--- src/rtl/dma_chain_pkg.sv ---
package dma_chain_pkg;

    typedef enum logic [3:0] {
        RG_CTL      = 4'd0,
        RG_PTR      = 4'd1,
        RG_END      = 4'd2,
        RG_QSTART   = 4'd3,
        RG_QEND     = 4'd4,
        RG_SV_PTR   = 4'd5,
        RG_SV_END   = 4'd6,
        RG_SV_QST   = 4'd7,
        RG_SV_QEND  = 4'd8
    } reg_idx_e;

    localparam int CMD_GO    = 0;
    localparam int CMD_ARM   = 1;
    localparam int CMD_ACK   = 2;
    localparam int CMD_RDDIR = 3;
    localparam int CMD_WRDIR = 4;
    localparam int CMD_HALT  = 7;

    typedef struct packed {
        logic rd_dir;
        logic armed;
        logic complete;
        logic enable;
    } chan_stat_t;

    typedef struct packed {
        logic        beat;
        logic        fin;
        logic [31:0] ptr_inc;
    } eng_evt_t;

    function automatic logic addr_match(input logic [31:0] a, input logic [31:0] b,
                                        input logic tx);
        if (tx) return a[30:0] == b[30:0];
        return a == b;
    endfunction

endpackage

--- src/rtl/dma_chain_engine.sv ---
module dma_chain_engine
    import dma_chain_pkg::*;
#(
    parameter int  ADDR_W = 32,
    parameter int  WORD_W = 32,
    parameter bit  TX_CHANNEL = 1'b1
) (
    input  logic              enable,
    input  logic [ADDR_W-1:0] ptr_q,
    input  logic [ADDR_W-1:0] end_q,
    input  logic              mem_ack,
    output logic              mem_req,
    output logic [ADDR_W-1:0] mem_addr,
    output logic              mem_eop,
    output eng_evt_t          evt
);
    localparam int STEP     = WORD_W / 8;
    localparam int FLAG_BIT = ADDR_W - 1;

    logic              at_end;
    logic              inc_at_end;
    logic [ADDR_W-1:0] ptr_inc;

    assign ptr_inc    = ptr_q + ADDR_W'(STEP);
    assign at_end     = addr_match(ptr_q, end_q, TX_CHANNEL);
    assign inc_at_end = addr_match(ptr_inc, end_q, TX_CHANNEL);

    assign mem_req     = enable && !at_end;
    assign evt.beat    = mem_req && mem_ack;
    assign evt.fin     = enable && (at_end || (mem_req && mem_ack && inc_at_end));
    assign evt.ptr_inc = ptr_inc;

    generate
        if (TX_CHANNEL) begin : g_tx
            assign mem_addr = {1'b0, ptr_q[FLAG_BIT-1:0]};
            assign mem_eop  = end_q[FLAG_BIT] && mem_req && inc_at_end;
        end else begin : g_rx
            assign mem_addr = ptr_q;
            assign mem_eop  = 1'b0;
        end
    endgenerate

endmodule

--- src/rtl/dma_chain_regs.sv ---
module dma_chain_regs
    import dma_chain_pkg::*;
#(
    parameter int ADDR_W = 32,
    parameter int WORD_W = 32
) (
    input  logic              clk,
    input  logic              rst,
    input  logic              reg_wr,
    input  logic [3:0]        reg_addr,
    input  logic [31:0]       reg_wdata,
    output logic [31:0]       reg_rdata,
    input  eng_evt_t          evt,
    output logic [ADDR_W-1:0] ptr_q,
    output logic [ADDR_W-1:0] end_q,
    output chan_stat_t        stat
);
    localparam int STEP = WORD_W / 8;

    logic [ADDR_W-1:0] qstart_q, qend_q, sv_ptr_q, sv_end_q, sv_qst_q, sv_qend_q;
    logic              ctl_wr;

    assign ctl_wr = reg_wr && (reg_addr == RG_CTL);

    always_ff @(posedge clk) begin
        if (rst) begin
            stat      <= '0;
            ptr_q     <= '0;
            end_q     <= '0;
            qstart_q  <= '0;
            qend_q    <= '0;
            sv_ptr_q  <= '0;
            sv_end_q  <= '0;
            sv_qst_q  <= '0;
            sv_qend_q <= '0;
        end else begin
            if (evt.beat) ptr_q <= evt.ptr_inc;
            if (evt.fin) begin
                stat.complete <= 1'b1;
                if (stat.armed) begin
                    sv_end_q   <= evt.beat ? evt.ptr_inc : ptr_q;
                    ptr_q      <= qstart_q;
                    end_q      <= qend_q;
                    stat.armed <= 1'b0;
                end else begin
                    stat.enable <= 1'b0;
                end
            end
            if (reg_wr) begin
                case (reg_addr)
                    RG_CTL: begin
                        if (reg_wdata[CMD_HALT]) begin
                            stat.enable   <= 1'b0;
                            stat.complete <= 1'b0;
                            stat.armed    <= 1'b0;
                        end else begin
                            if (reg_wdata[CMD_ACK])   stat.complete <= evt.fin;
                            if (reg_wdata[CMD_GO])    stat.enable   <= 1'b1;
                            if (reg_wdata[CMD_ARM])   stat.armed    <= 1'b1;
                            if (reg_wdata[CMD_RDDIR]) stat.rd_dir   <= 1'b1;
                            else if (reg_wdata[CMD_WRDIR]) stat.rd_dir <= 1'b0;
                        end
                    end
                    RG_PTR:     ptr_q     <= reg_wdata;
                    RG_END:     end_q     <= reg_wdata;
                    RG_QSTART:  qstart_q  <= reg_wdata;
                    RG_QEND:    qend_q    <= reg_wdata;
                    RG_SV_PTR:  sv_ptr_q  <= reg_wdata;
                    RG_SV_END:  sv_end_q  <= reg_wdata;
                    RG_SV_QST:  sv_qst_q  <= reg_wdata;
                    RG_SV_QEND: sv_qend_q <= reg_wdata;
                    default: ;
                endcase
            end
        end
    end

    always_comb begin
        case (reg_addr)
            RG_CTL:     reg_rdata = {28'b0, stat};
            RG_PTR:     reg_rdata = ptr_q;
            RG_END:     reg_rdata = end_q;
            RG_QSTART:  reg_rdata = qstart_q;
            RG_QEND:    reg_rdata = qend_q;
            RG_SV_PTR:  reg_rdata = sv_ptr_q;
            RG_SV_END:  reg_rdata = sv_end_q;
            RG_SV_QST:  reg_rdata = sv_qst_q;
            RG_SV_QEND: reg_rdata = sv_qend_q;
            default:    reg_rdata = '0;
        endcase
    end

    AST_HALT_QUIETS: assert property (@(posedge clk) disable iff (rst)
        (ctl_wr && reg_wdata[CMD_HALT]) |=> (!stat.enable && !stat.complete && !stat.armed));

    AST_PTR_STEP: assert property (@(posedge clk) disable iff (rst)
        (evt.beat && !evt.fin && !reg_wr) |=> (ptr_q == $past(ptr_q) + ADDR_W'(STEP)));

    AST_CHAIN_STAYS_ON: assert property (@(posedge clk) disable iff (rst)
        (evt.fin && stat.armed && !reg_wr) |=> (stat.enable && stat.complete && !stat.armed));

    AST_LAST_STOPS: assert property (@(posedge clk) disable iff (rst)
        (evt.fin && !stat.armed && !reg_wr) |=> (!stat.enable && stat.complete));

    AST_ACK_CLEARS: assert property (@(posedge clk) disable iff (rst)
        (ctl_wr && reg_wdata[CMD_ACK] && !reg_wdata[CMD_HALT] && !evt.fin) |=> !stat.complete);

endmodule

--- src/rtl/dma_chain_chan.sv ---
module dma_chain_chan
    import dma_chain_pkg::*;
#(
    parameter int ADDR_W     = 32,
    parameter int WORD_W     = 32,
    parameter bit TX_CHANNEL = 1'b1
) (
    input  logic              clk,
    input  logic              rst,
    input  logic              reg_wr,
    input  logic [3:0]        reg_addr,
    input  logic [31:0]       reg_wdata,
    output logic [31:0]       reg_rdata,
    output logic              mem_req,
    output logic [ADDR_W-1:0] mem_addr,
    output logic              mem_write,
    input  logic              mem_ack,
    output logic              mem_eop,
    output logic              irq
);
    eng_evt_t          evt;
    chan_stat_t        stat;
    logic [ADDR_W-1:0] ptr_q;
    logic [ADDR_W-1:0] end_q;

    dma_chain_regs #(.ADDR_W(ADDR_W), .WORD_W(WORD_W)) u_regs (
        .clk(clk), .rst(rst), .reg_wr(reg_wr), .reg_addr(reg_addr),
        .reg_wdata(reg_wdata), .reg_rdata(reg_rdata), .evt(evt),
        .ptr_q(ptr_q), .end_q(end_q), .stat(stat)
    );

    dma_chain_engine #(.ADDR_W(ADDR_W), .WORD_W(WORD_W), .TX_CHANNEL(TX_CHANNEL)) u_eng (
        .enable(stat.enable), .ptr_q(ptr_q), .end_q(end_q), .mem_ack(mem_ack),
        .mem_req(mem_req), .mem_addr(mem_addr), .mem_eop(mem_eop), .evt(evt)
    );

    assign mem_write = !stat.rd_dir;
    assign irq       = stat.complete;

endmodule

--- config.mk ---
export PLATFORM = sky130hd
export DESIGN_NAME = dma_chain_chan
export DESIGN_NICKNAME = d
export VERILOG_FILES = /design/src/rtl/dma_chain_pkg.sv /design/src/rtl/dma_chain_engine.sv /design/src/rtl/dma_chain_regs.sv /design/src/rtl/dma_chain_chan.sv
export SDC_FILE = /design/constraint.sdc
export NUM_CORES = 1
export LEC_CHECK = 0
export ABC_AREA = 1
export BUFFER_PORTS_ARGS = -buffer_cell sky130_fd_sc_hd__buf_4
export CAP_MARGIN = 20
export CORE_MARGIN = 2
export CORE_UTILIZATION = 45
export CTS_BUF_LIST = sky130_fd_sc_hd__clkbuf_8
export CTS_CLUSTER_SIZE = 40
export DETAILED_ROUTE_END_ITERATION = 8
export PLACE_DENSITY = 0.73
export SETUP_SLACK_MARGIN = 0.3
export SYNTH_ARGS = -nofsm -noshare
export SYNTH_HDL_FRONTEND = slang
export SYNTH_HIERARCHICAL = 1
export SYNTH_SLANG_ARGS = --single-unit
--- constraint.sdc ---
create_clock -name clk -period 2.98 [get_ports clk]
set_clock_uncertainty 0.15 [all_clocks]
set_input_delay 0 -clock clk [delete_from_list [all_inputs] [get_ports clk]]
set_output_delay 0 -clock clk [all_outputs]
set_load 0.01 [all_outputs]
Word level (Yosys, flattened, before mapping)
Cells that the tools add are included.
- $add $sub $neg: 1
- multiply operators: 0
- div/mod/pow operators: 0
- order comparisons: 0
- equality and inequality tests: 10
- shift operators: 0
- mux-type cells: 24
- bitwise operators: 1
- reduce and logical (&&, ||, !) cells: 17
- operators by type and width (operator ; count):
    $mux 32 ; 13
    $pmux 32 s9 ; 1
    $eq 31x31->1 ; 2
    $add 32x3->32 const B ; 1
    $eq 4x3->1 const B ; 4
    $mux 3 ; 4
    $reduce_and 2->1 ; 5
    $eq 4x2->1 const B ; 2
    $logic_and 1x1->1 ; 6
    $mux 1 ; 6
    $eq 4x1->1 const B ; 1
    $eq 4x4->1 const B ; 1
    $logic_not 4->1 ; 1
    $reduce_and 4->1 ; 1
    $logic_not 1->1 ; 2
    $reduce_bool 2->1 ; 1
    $logic_or 1x1->1 ; 1
    $not 1->1 ; 1
- register bits: 260
- bits in latches: 0
- bits in writable memories: 0
- ROM bits: 0
- output and inout bits: 68
- memories kept: 0

Logic depth before layout (Yosys ltp)
- word-level depth: 12
- mapped depth: 22
- depth with buffers taken out: 21

Hierarchy
The synthesis kept the hierarchy.
- by module, submodules not included (module ; times used ; cells an instance ; area each (µm²) ; seq. area each (µm²)):
    dma_chain_regs ; 1 ; 2030 ; 12598.3 ; 5205.0
    dma_chain_engine ; 1 ; 398 ; 2084.5 ; 0.0
    dma_chain_chan ; 1 ; 1 ; 3.8 ; 0.0

Worst setup path after synthesis
No wires, ideal clock.
- kind: register to register
- from: register u_regs.ptr_q[3]
- to: register u_regs.ptr_q[6]
- data arrival time: 2.590 ns
- required time: 2.713 ns
- setup slack: 0.123 ns
- stages on the path, launching flop included: 21
- path buffers: 2
- clock period less this slack: 2.857 ns
- cells stage by stage: dfxtp_1 > ha_1 > nand2_1 > nor2_2 > nand2_4 > nor2_8 > nand3b_2 > nand2_1 > nand2_1 > nor2_1 > nand2_1 > nor2_2 > nand4_1 > a21oi_1 > nand2_1 > buf_2 > buf_1 > nand2_1 > nand2_1 > nor2_1 > nor2_1
- RTL lines (element ; RTL line ; text):
    start, declared ; dma_chain_regs.sv:14 ; output logic [ADDR_W-1:0] ptr_q,
    start signal, assigned ; dma_chain_regs.sv:37 ; if (evt.beat) ptr_q <= evt.ptr_inc;
    start signal, assigned ; dma_chain_regs.sv:42 ; ptr_q <= qstart_q;
    start signal, assigned ; dma_chain_regs.sv:64 ; RG_PTR: ptr_q <= reg_wdata;

==> key figures <==
Setup path
  • Top Family by Delay on Critical Path: simple AND/OR/NAND/NOR gates
  • WP buf/inv: 3
  • Crit-path cells: buf_4 > nand4_1 > nor2_1 > nand3_1 > nand2_1 > nand4_1 > nor2_2 > nand4_1 > a21oi_4 > nand2_4 > clkinv_8 > clkbuf_16 > nand2_1 > nand2_1 > nor2_1 > nor2_1
  • Setup CP Type: reg2reg
  • Reg2reg start: u_regs/ptr_q[19]
  • Critical path peak fanout: 8
  • Reg2Reg Depth: 16
  • R2r endpoint: u_regs/ptr_q[3]
  • Worst path slowest cell: dfxtp_1
  • Critical Path Max Stage Delay: between 0.4 and 0.5 ns
  • WP data arrival: 3.38 ns
  • Reg-to-reg slack, setup: -0.07 ns
  • Crit. End Element: register
  • Crit path launch type: register
  • Critical Path RT: 3.30 ns

Detailed routing
  • Routed len/inst: 17.25 um
  • Detailed-route DRC error count: 0
  • Pre-Repair DR Iteration Count: 6
  • Via count: 16510
  • Post-DRT Antenna Nets: 0
  • Drt total wl: around 53000 um
  • Vias per cell: around 5.3
  • Initial drt markers: 2128

STA
  • Worst Max-Slew Pin Slew: 1.178 ns
  • Fin crit share: 102.4%
  • Final TNS setup: -0.9741 ns
  • Minimum clock period: ~3.1 ns
  • Unrepaired setup endpoints after global routing: true
  • Worst Slack Setup Final: -0.07135 ns
  • Slew Limit Fails: 0
  • Slew headroom: between 20% and 30%
  • Fmax: about 0.33 GHz
  • Fin Hold WS: around 0.019 ns
  • Endpoints failing hold: 0
  • Final setup fails: 38

Power and ir drop
  • Pwr dens: ~400 nW/um2
  • P_leak: 8.369 nW
  • VDD IR-drop max: 292.5 uV
  • Total chip power: between 7 and 8 mW

Synthesis
  • Synth Instances: 2429
  • Syn avg cell area: 6.046 um2
  • Share of synthesized area occupied by flip-flops and latches: 35.44%
  • Cell variety after synth: 31
  • Cell Area, Synth: roughly 15000 um2
  • Yosys warnings: 6
  • Yosys reg bits: between 200 and 300
  • Syn_nets: 2470

Final layout
  • Most common cell after layout, fill and taps aside: nand2_1
  • Finished Layout Cells: 3086
  • Commonest non-fill, non-tap cells in the layout: 855 x nand2_1, 274 x nor2_1, 256 x buf_4, 244 x dfxtp_1, 185 x a21oi_1
  • Final core occ: 57.11%
  • Layout cells sized above 1: 19.30%
  • Syn-to-layout area delta: 25.87%
  • Layout net count: ~2700

Global routing
  • First-pass GRT wire length: 81430 um
  • Total track usage: a little under a third
  • Antenna violations before repair: 0
  • Total gr overflow: 0
  • Largest net degree at the start of global routing: 98
  • Number of global-route vias before repair: 14790

Placement
  • Final GP Congestion: 0.9369
  • PortBufs: about 110
  • Hpwl dp: around 36000 um
  • DP Cell Count: 2960

Floorplanning
  • Core Rows: 66
  • IO Pins: 108
  • Core Region: 32370 um2
  • DIE HEIGHT: 184.7 um
  • Starting Density: 45.37%
  • Die ar.: 34100 um2
  • Die width: 184.7 um

Job
  • Max-capacitance violation count: 0

Clock tree
  • Worst skew pair latency: roughly 0.57 ns
  • CTS Root Cell: clkbuf_8
  • Worst-path clk slew: ~0.06 ns
  • CTS tree: yes
  • Clk sink count: 260
  • Num CTS Buffers: 42
  • Htree depth: 2
  • Clock buffer depth: 3

Min path
  • Worst Hold Class: in2reg
  • Hold endpoint: u_regs/sv_qend_q[2]
  • Cells on Worst Hold Path: 5
  • Hold path start: reg_addr[1]

Status
  • Status: finished, violations left
  • Failing checks: setup timing
[metal layers]
| layer | routed length (um) | up-vias | GRT usage, % | share of wire [%] |
|---|---|---|---|---|
| li1 | - | 7966 | - | - |
| met1 | 23180 | 7467 | 44.55 | 44 |
| met2 | 22520 | 960 | 44.24 | 42 |
| met3 | 5967 | 114 | 5.928 | 11 |
| met4 | 1564 | 0 | 10.16 | 2.9 |
| met5 | 0 | - | 0 | 0 |
[worst register-to-register path: stages (launching register included)]
cell and delay (ns):
dfxtp_1 0.44, buf_4 0.19, nand4_1 0.13, nor2_1 0.29
nand3_1 0.16, nand2_1 0.10, nand4_1 0.14, nor2_2 0.15
nand4_1 0.18, a21oi_4 0.24, nand2_4 0.13, clkinv_8 0.15
clkbuf_16 0.19, nand2_1 0.06, nand2_1 0.07, nor2_1 0.04
nor2_1 0.14
[flip-flops by register name, summed over array words and instances (netlist names)]
register and count:
u_regs/sv_qend_q 32, u_regs/end_q 32, u_regs/qstart_q 32, u_regs/ptr_q 32, u_regs/sv_qst_q 32, u_regs/qend_q 32, u_regs/sv_end_q 32, u_regs/sv_ptr_q 32
u_regs/stat 4
[power by group]
group | total (mW) | switching (mW) | internal, mW | leakage (nW)
clock network | 3.08 | 1.48 | 1.61 | 0.484
logic | 0.736 | 0.477 | 0.260 | 5.77
registers | 3.59 | 0.0537 | 3.53 | 2.11
[synth_stat cells, drive strengths merged]
cell / number / area share (%)
xnor2: 24 / 1.4
xor2: 26 / 1.6
clkbuf: 87 / 2.2
nand2: 921 / 24
ha: 1 / 0.085
o21ai: 177 / 6.0
a21oi: 194 / 6.6
nor4: 2 / 0.085
nand3: 159 / 5.6
o22ai: 1 / 0.043
inv: 151 / 3.9
dfxtp: 260 / 35
nand3b: 2 / 0.13
nor3: 5 / 0.24
o21bai: 5 / 0.26
conb: 1 / 0.026
nor2: 311 / 8.6
buf: 90 / 3.6
nand4: 12 / 0.51
[cell families (layout without fill, tap and decap cells)]
kind of cell	Yosys count	after routing	share of synthesized area, %
adder cells (fa/ha/maj)	1	1	0.08518
flip-flops	260	260	35.44
XOR/XNOR	50	50	2.982
buffers and inverters	328	542	9.729
AND/OR/NAND/NOR	1412	1412	38.80
AO/OA/AOI/OAI	377	377	12.94
other	1	2	0.02553
[per-stage QoR]
stage | setup slack, ns | cell area [um2]
floorplan | 0.2763 | 14720
global placement | -0.1122 | 16540
detailed placement | -0.1439 | 16540
CTS | -0.000005773 | 18200
global route | -0.2133 | 18480
finish | -0.07135 | 18490
[worst max-delay path by stage]
stage,slack (ns),from,end,cells past startpoint
2_1_floorplan,0.28,u_regs/ptr_q[3],u_regs/end_q[13],20
3_3_place_gp,-0.11,u_regs/ptr_q[2],u_regs/sv_end_q[29],22
3_5_place_dp,-0.14,u_regs/ptr_q[2],u_regs/sv_end_q[12],22
4_1_cts,-0.000006,u_regs/ptr_q[3],u_regs/sv_end_q[6],21
5_1_grt,-0.21,u_regs/ptr_q[19],u_regs/ptr_q[2],16
6_report,-0.07,u_regs/ptr_q[19],u_regs/ptr_q[3],16
[repair_timing]
action / 4_1_cts / 5_1_grt
hold buffers: 37 / 0
pin swaps: 19 / 35
resized for setup: 112 / 54
cloned: 2 / 2
buffers inserted: 3 / 4
setup endpoints to repair: 100 / 104
hold endpoints to repair: 260 / 0
[final cells by class]
cell class                 instances  area, um2
clock inverter                    23      106.4
tap                              442      553.0
antenna                            1      2.502
fill                            3154      13880
clock buffer                      53      729.5
sequential                       260       5238
timing repair buffer             315       2691
multi-input combinational       1841       8587
inverter                         151      579.3
Power figures use the tool's default switching activity.
